## src/rtl/ifr_pkg.sv

```systemverilog
package ifr_pkg;
  localparam int unsigned XW = 32;

  typedef struct packed {
    logic [XW-1:2] wa;    // word address of the fetched chunk
    logic [XW-1:0] data;  // fetched instruction bits
    logic          err;   // bus error on this fetch
    logic          mis;   // misaligned-target marker, no data
  } fq_entry_t;
endpackage

```

## src/rtl/ifr_queue.sv

```systemverilog
module ifr_queue
  import ifr_pkg::*;
#(
  parameter int unsigned DEPTH = 4
) (
  input  logic                       clk,
  input  logic                       rst_n,
  input  logic                       clr_i,
  input  logic                       push_i,
  input  fq_entry_t                  push_ent_i,
  input  logic                       pop_i,
  output fq_entry_t                  head_o,
  output logic [15:0]                next_lo_o,
  output logic                       next_err_o,
  output logic [$clog2(DEPTH):0]     level_o
);
  localparam int unsigned PW = $clog2(DEPTH);
  localparam int unsigned CW = PW + 1;

  fq_entry_t         slots [DEPTH];
  logic [PW-1:0]     wp_q, rp_q;
  logic [CW-1:0]     lvl_q;
  fq_entry_t         nxt;

  always_ff @(posedge clk) begin
    if (push_i) slots[wp_q] <= push_ent_i;
  end

  always_ff @(posedge clk) begin
    if (!rst_n || clr_i) begin
      wp_q  <= '0;
      rp_q  <= '0;
      lvl_q <= '0;
    end else begin
      if (push_i) wp_q <= wp_q + PW'(1);
      if (pop_i)  rp_q <= rp_q + PW'(1);
      lvl_q <= lvl_q + CW'(push_i) - CW'(pop_i);
    end
  end

  assign head_o     = slots[rp_q];
  assign nxt        = slots[rp_q + PW'(1)];
  assign next_lo_o  = nxt.data[15:0];
  assign next_err_o = nxt.err;
  assign level_o    = lvl_q;


  no_overflow_chk: assert property (@(posedge clk) disable iff (!rst_n)
    (push_i && !clr_i) |-> (lvl_q != CW'(DEPTH)));

  no_underflow_chk: assert property (@(posedge clk) disable iff (!rst_n)
    (pop_i && !clr_i) |-> (lvl_q != '0));
endmodule

```

## src/rtl/ifr_fetch.sv

```systemverilog
module ifr_fetch
  import ifr_pkg::*;
#(
  parameter logic [31:0] RESET_PC   = 32'h0,
  parameter bit          COMPRESSED = 1'b1,
  parameter int unsigned DEPTH      = 4
) (
  input  logic                   clk,
  input  logic                   rst_n,
  input  logic                   kill_i,
  input  logic [31:1]            kill_pc_i,
  input  logic [$clog2(DEPTH):0] level_i,
  output logic                   req_valid_o,
  input  logic                   req_ready_i,
  output logic [31:0]            req_addr_o,
  input  logic                   rsp_valid_i,
  input  logic [31:0]            rsp_data_i,
  input  logic                   rsp_err_i,
  output logic                   push_o,
  output fq_entry_t              push_ent_o
);
  localparam int unsigned CW = $clog2(DEPTH) + 1;

  typedef enum logic [1:0] {F_RUN, F_TRAP, F_HALT} fstate_t;

  fstate_t       st_q;
  logic [31:2]   fa_q, pa_q;
  logic          busy_q, stale_q;
  logic          accept;

  assign req_valid_o = (st_q == F_RUN) && !busy_q && (level_i < CW'(DEPTH)) && !kill_i;
  assign req_addr_o  = {fa_q, 2'b00};
  assign accept      = req_valid_o && req_ready_i;

  always_comb begin
    push_o = !kill_i && ((rsp_valid_i && busy_q && !stale_q) || (st_q == F_TRAP));
    if (st_q == F_TRAP) begin
      push_ent_o.wa   = fa_q;
      push_ent_o.data = '0;
      push_ent_o.err  = 1'b0;
      push_ent_o.mis  = 1'b1;
    end else begin
      push_ent_o.wa   = pa_q;
      push_ent_o.data = rsp_data_i;
      push_ent_o.err  = rsp_err_i;
      push_ent_o.mis  = 1'b0;
    end
  end

  always_ff @(posedge clk) begin
    if (!rst_n) begin
      st_q    <= F_RUN;
      fa_q    <= RESET_PC[31:2];
      pa_q    <= RESET_PC[31:2];
      busy_q  <= 1'b0;
      stale_q <= 1'b0;
    end else if (kill_i) begin
      fa_q    <= kill_pc_i[31:2];
      busy_q  <= busy_q && !rsp_valid_i;
      stale_q <= busy_q && !rsp_valid_i;
      st_q    <= (!COMPRESSED && kill_pc_i[1]) ? F_TRAP : F_RUN;
    end else begin
      if (accept) begin
        busy_q <= 1'b1;
        pa_q   <= fa_q;
        fa_q   <= fa_q + 30'd1;
      end
      if (rsp_valid_i && busy_q) begin
        busy_q  <= 1'b0;
        stale_q <= 1'b0;
      end
      if (st_q == F_TRAP) st_q <= F_HALT;
    end
  end


  req_hold_chk: assert property (@(posedge clk) disable iff (!rst_n)
    (req_valid_o && !req_ready_i) |=> (kill_i || (req_valid_o && $stable(req_addr_o))));

  req_word_chk: assert property (@(posedge clk) disable iff (!rst_n)
    req_valid_o |-> (req_addr_o[1:0] == 2'b00));
endmodule

```

## src/rtl/ifr_issue.sv

```systemverilog
module ifr_issue
  import ifr_pkg::*;
#(
  parameter logic [31:0] RESET_PC   = 32'h0,
  parameter bit          COMPRESSED = 1'b1,
  parameter int unsigned DEPTH      = 4
) (
  input  logic                   clk,
  input  logic                   rst_n,
  input  logic                   kill_i,
  input  logic                   kill_half_i,
  input  fq_entry_t              head_i,
  input  logic [15:0]            next_lo_i,
  input  logic                   next_err_i,
  input  logic [$clog2(DEPTH):0] level_i,
  output logic                   pop_o,
  output logic                   iss_valid_o,
  input  logic                   iss_ready_i,
  output logic [31:0]            iss_insn_o,
  output logic [31:0]            iss_pc_o,
  output logic                   iss_compressed_o,
  output logic                   iss_bus_err_o,
  output logic                   iss_misalign_o
);
  localparam int unsigned CW = $clog2(DEPTH) + 1;

  logic        half_q, half_d;
  logic        vld, adv, fire;
  logic [15:0] lo, hi;

  always_comb begin
    vld              = 1'b0;
    adv              = 1'b0;
    half_d           = half_q;
    iss_insn_o       = '0;
    iss_compressed_o = 1'b0;
    iss_bus_err_o    = 1'b0;
    iss_misalign_o   = 1'b0;
    lo               = head_i.data[15:0];
    hi               = head_i.data[31:16];
    if (level_i != '0) begin
      if (head_i.mis) begin
        vld            = 1'b1;
        adv            = 1'b1;
        half_d         = 1'b0;
        iss_misalign_o = 1'b1;
      end else if (!half_q) begin
        vld           = 1'b1;
        iss_bus_err_o = head_i.err;
        if (COMPRESSED && lo[1:0] != 2'b11) begin
          iss_insn_o       = {16'h0, lo};
          iss_compressed_o = 1'b1;
          half_d           = 1'b1;
        end else begin
          iss_insn_o = head_i.data;
          adv        = 1'b1;
        end
      end else if (hi[1:0] != 2'b11) begin
        vld              = 1'b1;
        adv              = 1'b1;
        half_d           = 1'b0;
        iss_insn_o       = {16'h0, hi};
        iss_compressed_o = 1'b1;
        iss_bus_err_o    = head_i.err;
      end else if (level_i >= CW'(2)) begin
        vld           = 1'b1;
        adv           = 1'b1;
        iss_insn_o    = {next_lo_i, hi};
        iss_bus_err_o = head_i.err | next_err_i;
      end
    end
  end

  assign iss_valid_o = vld && !kill_i;
  assign iss_pc_o    = {head_i.wa, half_q, 1'b0};
  assign fire        = iss_valid_o && iss_ready_i;
  assign pop_o       = fire && adv;

  always_ff @(posedge clk) begin
    if (!rst_n)      half_q <= RESET_PC[1];
    else if (kill_i) half_q <= kill_half_i;
    else if (fire)   half_q <= half_d;
  end


  issue_hold_chk: assert property (@(posedge clk) disable iff (!rst_n)
    (iss_valid_o && !iss_ready_i) |=> (kill_i || (iss_valid_o && $stable(iss_insn_o)
                                       && $stable(iss_pc_o) && $stable(iss_bus_err_o))));

  straddle_wait_chk: assert property (@(posedge clk) disable iff (!rst_n)
    (iss_valid_o && !iss_compressed_o && !iss_misalign_o && iss_pc_o[1]) |-> (level_i >= CW'(2)));

  plain_align_chk: assert property (@(posedge clk) disable iff (!rst_n)
    (!COMPRESSED && iss_valid_o && !iss_misalign_o) |-> (!iss_pc_o[1] && !iss_compressed_o));
endmodule

```

## src/rtl/ifetch_realign.sv

```systemverilog
module ifetch_realign
  import ifr_pkg::*;
#(
  parameter logic [31:0] RESET_PC   = 32'h0,
  parameter bit          COMPRESSED = 1'b1,
  parameter int unsigned DEPTH      = 4
) (
  input  logic        clk,
  input  logic        rst_n,
  input  logic        redir_valid_i,
  input  logic [31:0] redir_pc_i,
  input  logic        fence_req_i,
  output logic        fence_pulse_o,
  output logic        ibus_req_valid_o,
  input  logic        ibus_req_ready_i,
  output logic [31:0] ibus_req_addr_o,
  input  logic        ibus_rsp_valid_i,
  input  logic [31:0] ibus_rsp_data_i,
  input  logic        ibus_rsp_err_i,
  output logic        iss_valid_o,
  input  logic        iss_ready_i,
  output logic [31:0] iss_insn_o,
  output logic [31:0] iss_pc_o,
  output logic        iss_compressed_o,
  output logic        iss_bus_err_o,
  output logic        iss_misalign_o
);
  localparam int unsigned CW = $clog2(DEPTH) + 1;

  logic            kill, push, pop, next_err, fence_q;
  fq_entry_t       push_ent, head;
  logic [15:0]     next_lo;
  logic [CW-1:0]   level;

  assign kill = redir_valid_i || fence_req_i;

  ifr_fetch #(.RESET_PC(RESET_PC), .COMPRESSED(COMPRESSED), .DEPTH(DEPTH)) fetch_u (
    .clk(clk), .rst_n(rst_n), .kill_i(kill), .kill_pc_i(redir_pc_i[31:1]),
    .level_i(level), .req_valid_o(ibus_req_valid_o), .req_ready_i(ibus_req_ready_i),
    .req_addr_o(ibus_req_addr_o), .rsp_valid_i(ibus_rsp_valid_i),
    .rsp_data_i(ibus_rsp_data_i), .rsp_err_i(ibus_rsp_err_i),
    .push_o(push), .push_ent_o(push_ent)
  );

  ifr_queue #(.DEPTH(DEPTH)) queue_u (
    .clk(clk), .rst_n(rst_n), .clr_i(kill), .push_i(push), .push_ent_i(push_ent),
    .pop_i(pop), .head_o(head), .next_lo_o(next_lo), .next_err_o(next_err),
    .level_o(level)
  );

  ifr_issue #(.RESET_PC(RESET_PC), .COMPRESSED(COMPRESSED), .DEPTH(DEPTH)) issue_u (
    .clk(clk), .rst_n(rst_n), .kill_i(kill), .kill_half_i(redir_pc_i[1]),
    .head_i(head), .next_lo_i(next_lo), .next_err_i(next_err), .level_i(level),
    .pop_o(pop), .iss_valid_o(iss_valid_o), .iss_ready_i(iss_ready_i),
    .iss_insn_o(iss_insn_o), .iss_pc_o(iss_pc_o), .iss_compressed_o(iss_compressed_o),
    .iss_bus_err_o(iss_bus_err_o), .iss_misalign_o(iss_misalign_o)
  );

  always_ff @(posedge clk) begin
    if (!rst_n) fence_q <= 1'b0;
    else        fence_q <= fence_req_i;
  end
  assign fence_pulse_o = fence_q;


  fence_pulse_chk: assert property (@(posedge clk) disable iff (!rst_n)
    fence_req_i |=> fence_pulse_o);

  fence_only_chk: assert property (@(posedge clk) disable iff (!rst_n)
    (!fence_req_i) |=> !fence_pulse_o);

  redirect_quiet_chk: assert property (@(posedge clk) disable iff (!rst_n)
    kill |=> !iss_valid_o);
endmodule

```

## config.mk

```make
export PLATFORM = sky130hd
export DESIGN_NAME = ifetch_realign
export DESIGN_NICKNAME = d
export VERILOG_FILES = /design/src/rtl/ifr_pkg.sv /design/src/rtl/ifr_queue.sv /design/src/rtl/ifr_fetch.sv /design/src/rtl/ifr_issue.sv /design/src/rtl/ifetch_realign.sv
export SDC_FILE = /design/constraint.sdc
export NUM_CORES = 1
export LEC_CHECK = 0
export ABC_CLOCK_PERIOD_IN_PS = 3640
export BUFFER_PORTS_ARGS = -buffer_cell sky130_fd_sc_hd__buf_2
export CAP_MARGIN = 20
export CELL_PAD_IN_SITES_DETAIL_PLACEMENT = 0
export CELL_PAD_IN_SITES_GLOBAL_PLACEMENT = 2
export CORE_ASPECT_RATIO = 1.1
export CORE_MARGIN = 1
export CORE_UTILIZATION = 37
export CTS_CLUSTER_DIAMETER = 30
export DETAILED_ROUTE_END_ITERATION = 6
export GPL_TIMING_DRIVEN = 0
export HOLD_SLACK_MARGIN = 0.06
export PLACE_DENSITY = 0.84
export SLEW_MARGIN = 20
export SYNTH_ARGS = -nofsm -noshare
export SYNTH_HDL_FRONTEND = slang
export SYNTH_SLANG_ARGS = --single-unit
```

## constraint.sdc

```tcl
create_clock -name clk -period 3.64 [get_ports clk]
set_input_delay 0.728 -clock clk [delete_from_list [all_inputs] [get_ports clk]]
set_output_delay 0.728 -clock clk [all_outputs]
set_load 0.005 [all_outputs]
```

---- Yosys cells after proc, flatten, opt, wreduce, memory -nomap -nowiden ----
Memories as Yosys holds them, arrays and structs flattened. A register that Yosys moved wholly into a read port is not among the register bits.
Index checks and enable logic that the tools add are counted.
cells by class
  multiplexer cells ....................... 44
  bitwise gates (word level) .............. 2
  equality and inequality tests ........... 2
  magnitude comparators ................... 2
  reductions and logical operators ........ 25
  add/subtract/negate cells ............... 5
operators by type and width
  cell                   count
  $mux 32                6
  $mux 30                2
  $mux 1                 34
  $add 30x1->30 const B  1
  $logic_and 1x1->1      10
  $reduce_bool 2->1      4
  $reduce_bool 3->1      2
  $logic_not 1->1        5
  $add 2x1->2 const B    2
  $mux 2                 2
  $ne 2x2->1 const B     2
  $reduce_and 2->1       2
  $add 3x1->3            1
  $ge 3x2->1 const B     1
  $lt 3x3->1 const B     1
  $sub 3x1->3            1
  $logic_or 1x1->1       2
  $not 1->1              1
  $or 1x1->1             1
storage, ports and cells
  memories kept ........................... 1
  input port bits ......................... 72
  flip-flop bits (word level) ............. 71
  RAM bits ................................ 252
  word-level logic and storage cells ...... 90
memories
  name           depth  width  rd ports  clocked after memory_dff  wr ports  RTL line         source
  queue_u.slots  4      63     2         1                         1         ifr_queue.sv:20  fq_entry_t slots [DEPTH];

---- Longest topological paths before layout ----
  word-level depth ........................ 11
  gate-level depth with buffers ........... 13
  mapped depth without buffers ............ 12

---- Modules after synthesis ----
From an unflattened synthesis, not the netlist that was laid out.
second synthesis, totals
  cells, all modules ...................... 949
  area total of the unflattened synthesis .. 14,241.2 um^2
by module, submodules not included
  module          cells an instance  area an instance (um^2)  times used  sequential area each (um^2)
  ifr_queue       399                10,156.0                 1           7,867.5
  ifr_fetch       406                3,190.6                  1           1,241.2
  ifr_issue       141                860.8                    1           20.0
  ifetch_realign  3                  33.8                     1           20.0

---- Worst setup path before layout ----
OpenSTA, ideal clock, no wires.
  path kind ............................... input-to-reg
  from .................................... in fence_req_i
  to ...................................... mem queue_u.slots[1][0] in the netlist's numbering, enable pin
  path buffers ............................ 1
  cell stages on the path ................. 4
  arrival time ............................ 3.181 ns
  required time ........................... 3.212 ns
  setup slack ............................. 0.032 ns
  path through ............................ or2_1 -> clkbuf_1 -> nor3_1 -> and2_1
on the way
  cells in the longest elaborated chain, start to end .. 5
ends and longest elaborated chain
  item                          RTL line              source
  from (decl)                   ifetch_realign.sv:12  input logic fence_req_i,
  $logic_or 1x1->1              ifetch_realign.sv:35  assign kill = redir_valid_i || fence_req_i;
  $logic_not 1->1               ifr_fetch.sv:36       push_o = !kill_i && ((rsp_valid_i && busy_q && !stale_q) || (st_q == F_TRAP));
  $logic_and 1x1->1             ifr_fetch.sv:36
  named net fetch_u.push_o      ifr_fetch.sv:19       output logic push_o,
  $mux 1                        ifr_queue.sv:26       if (push_i) slots[wp_q] <= push_ent_i;
  $mux 1 (not written as such)  ifr_queue.sv:26
  to (decl)                     ifr_queue.sv:20
The timed path passes the listed nets, and every way through them passes these cells.

---- Worst setup path in the final report ----
  from .................................... reg queue_u.rp_q[0]
  to ...................................... out iss_insn_o[16]
on the way
  cells in the longest elaborated chain, start to end .. 7
ends and longest elaborated chain
  item                    RTL line              source
  from (decl)             ifr_queue.sv:21       logic [PW-1:0] wp_q, rp_q;
  from (signal assigned)  ifr_queue.sv:36       if (pop_i) rp_q <= rp_q + PW'(1);
  $add 2x1->2             ifr_queue.sv:42       assign nxt = slots[rp_q + PW'(1)];
  $mem_v2 4x63            n/a
  $mux 32                 ifr_issue.sv:65       end else if (level_i >= CW'(2)) begin
  $mux 32                 ifr_issue.sv:58       end else if (hi[1:0] != 2'b11) begin
  $mux 32                 ifr_issue.sv:47       end else if (!half_q) begin
  $mux 32                 ifr_issue.sv:42       if (head_i.mis) begin
  $mux 32                 ifr_issue.sv:41       if (level_i != '0) begin
  to (decl)               ifetch_realign.sv:22  output logic [31:0] iss_insn_o,
No other way between the ends.

==> results_dict.tcl <==
set metrics [dict create \
    crit_chain "buf_1 > clkbuf_2 > mux4_2 > a22oi_1 > nor2_1 > buf_2" \
    synth_edf_count 252 \
    ys.flop_type "edfxtp_1" \
    critPathSlowestCell "buf_1" \
    ys_types 57 \
    async_flop_share_pct 0 \
    fin_crit_ps 3470 \
    fin_skew_ps 22.9 \
    path_buf_inv 3 \
    r2r-end "queue_u.level_o[2]" \
    place.gp.congestion 0.819 \
    cts_hold_buf 0 \
    synth_area_leaders "edfxtp_1 57%, mux4_2 13%, dfxtp_1 11%, nand2_1 3.3%, a21oi_1 2.3%" \
    power.share.sequential_pct 42.2 \
    design_area_sq_mm 0.0170 \
    yosysTopAreaCell "edfxtp_1" \
    cp_top_family "buffers and inverters" \
    ys_ff_latch 325 \
    area_delta_synth_final_pct 27.1 \
    synthCells 876 \
    viasPerCell 5.21 \
    crit_start "queue_u.rp_q[0]" \
    p_leak_nw 6.12 \
    die_area_sq_mm 0.0369 \
    grt_max_degree 41 \
    antenna_found_initial 3 \
    clkPwrFrac_pct 55.3 \
    required_ps 2910 \
    critPathArrivalTime_ps 2740 \
    crit_path_max_fanout 10 \
    cts_root_buf "clkbuf_16" \
    seq_area_sq_mm 0.00903 \
    nets 1196 \
    ant_nets 0 \
    dieWidth_um 183 \
    cts_buffers 59 \
    crit_type "flop to primary output" \
    worstHoldPathCells 1 \
    wirelength_um 33900 \
    gr-total-overflow 0 \
    drc 0 \
    r2r_slack_ps 670 \
    reg2reg_depth 12 \
    clockBufferDepth 3 \
    dpl_cell_area_sq_mm 0.0149 \
    wl_per_cell_um 20.6 \
    start_kind "flop" \
    grt_pass1_wl_um 52100 \
    hold_violations 0 \
    num_vias 8581 \
    status "complete, no violations" \
    core.rowCount 72 \
    ys_warn_count 0 \
    die_h_um 201 \
    fmax_mhz 289 \
    synth.avg_cell_area_sq_um 15.3 \
    final.period_utilization_pct 95.2 \
    dp.cells 1532 \
    utilization_pct 48.0 \
    tns_ps 0 \
    p_int_mw 7.59 \
    first_pass_iters 5 \
    power_density_mw_per_mm2 568 \
    drtIter0Drc 594 \
    layoutNonFillerInstCount 1647 \
    power_mw 9.66 \
    syn_area_sq_mm 0.0134 \
    cts_sinks 325 \
    drive_above_1_share_pct 34.8 \
    cts_tree "built" \
    htree_levels 2 \
    clkTransAtPathRegs_ps 50 \
    p_switching_mw 2.07 \
    grt_util_all_layers_pct 18.8 \
    start_util_pct 37.8 \
    ys_seq_area_share_pct 67.5 \
    diodes 0 \
    worst_hold_startpoint "ibus_rsp_data_i[12]" \
    combPwrFrac_pct 2.5 \
    core_sq_mm 0.0354 \
    multi_input_area_sq_mm 0.00407 \
    cap_violations 0 \
    rsz0062_at_grt "no" \
    maxSlewViolCount 0 \
    ios 174 \
    whs_endpoint "queue_u.slots[3][13]" \
    grt_pass1_vias 8915 \
    swShare_pct 21.4 \
    worst_path_largest_cell_delay_ps 570 \
    synth_top_area_share_pct 56.6 \
    end_kind "primary output" \
    slew_headroom_pct 40.6 \
    min_path_type "primary input to flop" \
    peakVddDrop_mv 0.324 \
    dpl.hpwl_um 22900 \
    clock_latency_ps 580 \
    fillers 3093 \
    worstMarginPinSlew_ps 884 \
    port_buffers 168 \
    setup_viol 0 \
]
## stage by stage
stage,hold WS (ps),worst slack [ps]
2_1_floorplan,460,31.6
6_report,373,175
3_3_place_gp,473,-1660
4_1_cts,346,1.29
3_5_place_dp,484,188
5_1_grt,353,20.3
## synth_stat cells, types with 3 or more instances
master / instances
buf_2: 13
and2_1: 5
mux4_2: 79
nor3_1: 11
buf_1: 9
o21ai_0: 13
xnor2_1: 8
and4_1: 4
nand4_1: 14
o211ai_1: 3
nor2_1: 47
nand2_1: 119
mux2_2: 4
nand3_1: 13
a21oi_1: 61
dfxtp_1: 73
a31oi_1: 7
a211oi_1: 12
inv_1: 12
ha_1: 8
buf_4: 6
xor2_1: 10
clkbuf_1: 24
or3_1: 9
edfxtp_1: 252
mux2i_1: 3
and3_1: 3
a22oi_1: 17
## cell families (layout without fill, tap and decap cells)
group	after synthesis	count (layout)	share of synthesized area (%)
AOI/OAI and AO/OA	128	128	5.88
xor gates and xnor gates	18	18	1.18
adders and majority gates	9	9	0.898
buffers and inverters	69	356	2.34
DFF	325	325	67.5
muxes	86	86	13.9
other	1	4	0.0280
and+or+nand+nor	240	240	8.32
## registers in the layout (all words and copies together), names as in the netlist, named ones only
name,flops
queue_u.slots,252
fetch_u.fa_q,30
fetch_u.pa_q,30
queue_u.level_o,3
queue_u.rp_q,2
queue_u.wp_q,2
fence_pulse_o,1
fetch_u.busy_q,1
fetch_u.stale_q,1
issue_u.half_q,1
## metal layers
| metal | wire (um) | vias to the layer above | track usage (%) |
|---|---|---|---|
| li1 | - | 3922 | - |
| met1 | 14300 | 4253 | 24.6 |
| met2 | 16700 | 350 | 31.6 |
| met3 | 2470 | 50 | 4.16 |
| met4 | 480 | 6 | 4.49 |
| met5 | 41 | - | 0 |
## worst max path at each step
stage | end | cells after the start | slack, ps
6_report | iss_insn_o[16] | 6 | 170
5_1_grt | iss_insn_o[13] | 8 | 20
4_1_cts | iss_insn_o[12] | 7 | 1
3_5_place_dp | queue_u.slots[0][27] | 6 | 190
3_3_place_gp | queue_u.slots[3][23] | 5 | -1660
2_1_floorplan | queue_u.slots[1][0] | 4 | 30
## repair_timing
action	4_1_cts	5_1_grt
resized for setup	8	3
setup buffers	0	4
hold endpoints to repair	0	0
setup endpoints to repair	43	13
## cell type report
| class | count | share of cell area [%] |
|---|---|---|
| inverters | 15 | 0.339 |
| well taps | 481 | 3.54 |
| multi-input cells | 485 | 24.0 |
| clock buffers | 66 | 8.96 |
| repair buffers | 176 | 5.68 |
| plain buffers | 53 | 1.53 |
| flip-flops and latches | 325 | 53.1 |
| clock inverters | 46 | 2.85 |
## cells in the final DEF, fill, tap and decap left out, types with 5 or more instances in the layout
master	Yosys	routed
mux4_2	79	79
nand4_1	14	14
buf_2	13	182
clkbuf_2	0	5
nand3_1	13	13
xnor2_1	8	8
buf_1	9	7
nand2_1	119	119
inv_6	0	9
bufinv_16	0	6
clkbuf_16	0	59
dfxtp_1	73	72
a211oi_1	12	12
clkinv_2	0	14
a31oi_1	7	7
o21ai_0	13	13
a22oi_1	17	17
buf_4	6	10
nor2_1	47	47
clkbuf_1	24	24
xor2_1	10	10
edfxtp_1	252	252
clkinvlp_4	0	7
a21oi_1	61	61
inv_1	12	12
nor3_1	11	10
ha_1	8	8
or3_1	9	9
## power groups by stage
stage | Clock, mW | Combinational [mW] | Sequential, mW
after floorplan | 0 | 0.110 | 4.13
after global placement | 0 | 0.233 | 4.15
after detailed placement | 0 | 0.236 | 4.15
after CTS | 5.42 | 0.239 | 4.08
after global routing | 5.60 | 0.265 | 4.08
final | 5.34 | 0.240 | 4.08
## worst register-to-register path, stage by stage, from the launching register on
cell and delay, ps:
dfxtp_2 370, buf_6 190, mux4_2 610, a31o_1 270
buf_6 160, nor3_1 180, ha_1 270, inv_1 60
ha_1 130, inv_1 50, fa_1 380, xnor2_1 170
nor2_1 50
Note: power is estimated with default switching activity, not from simulation.
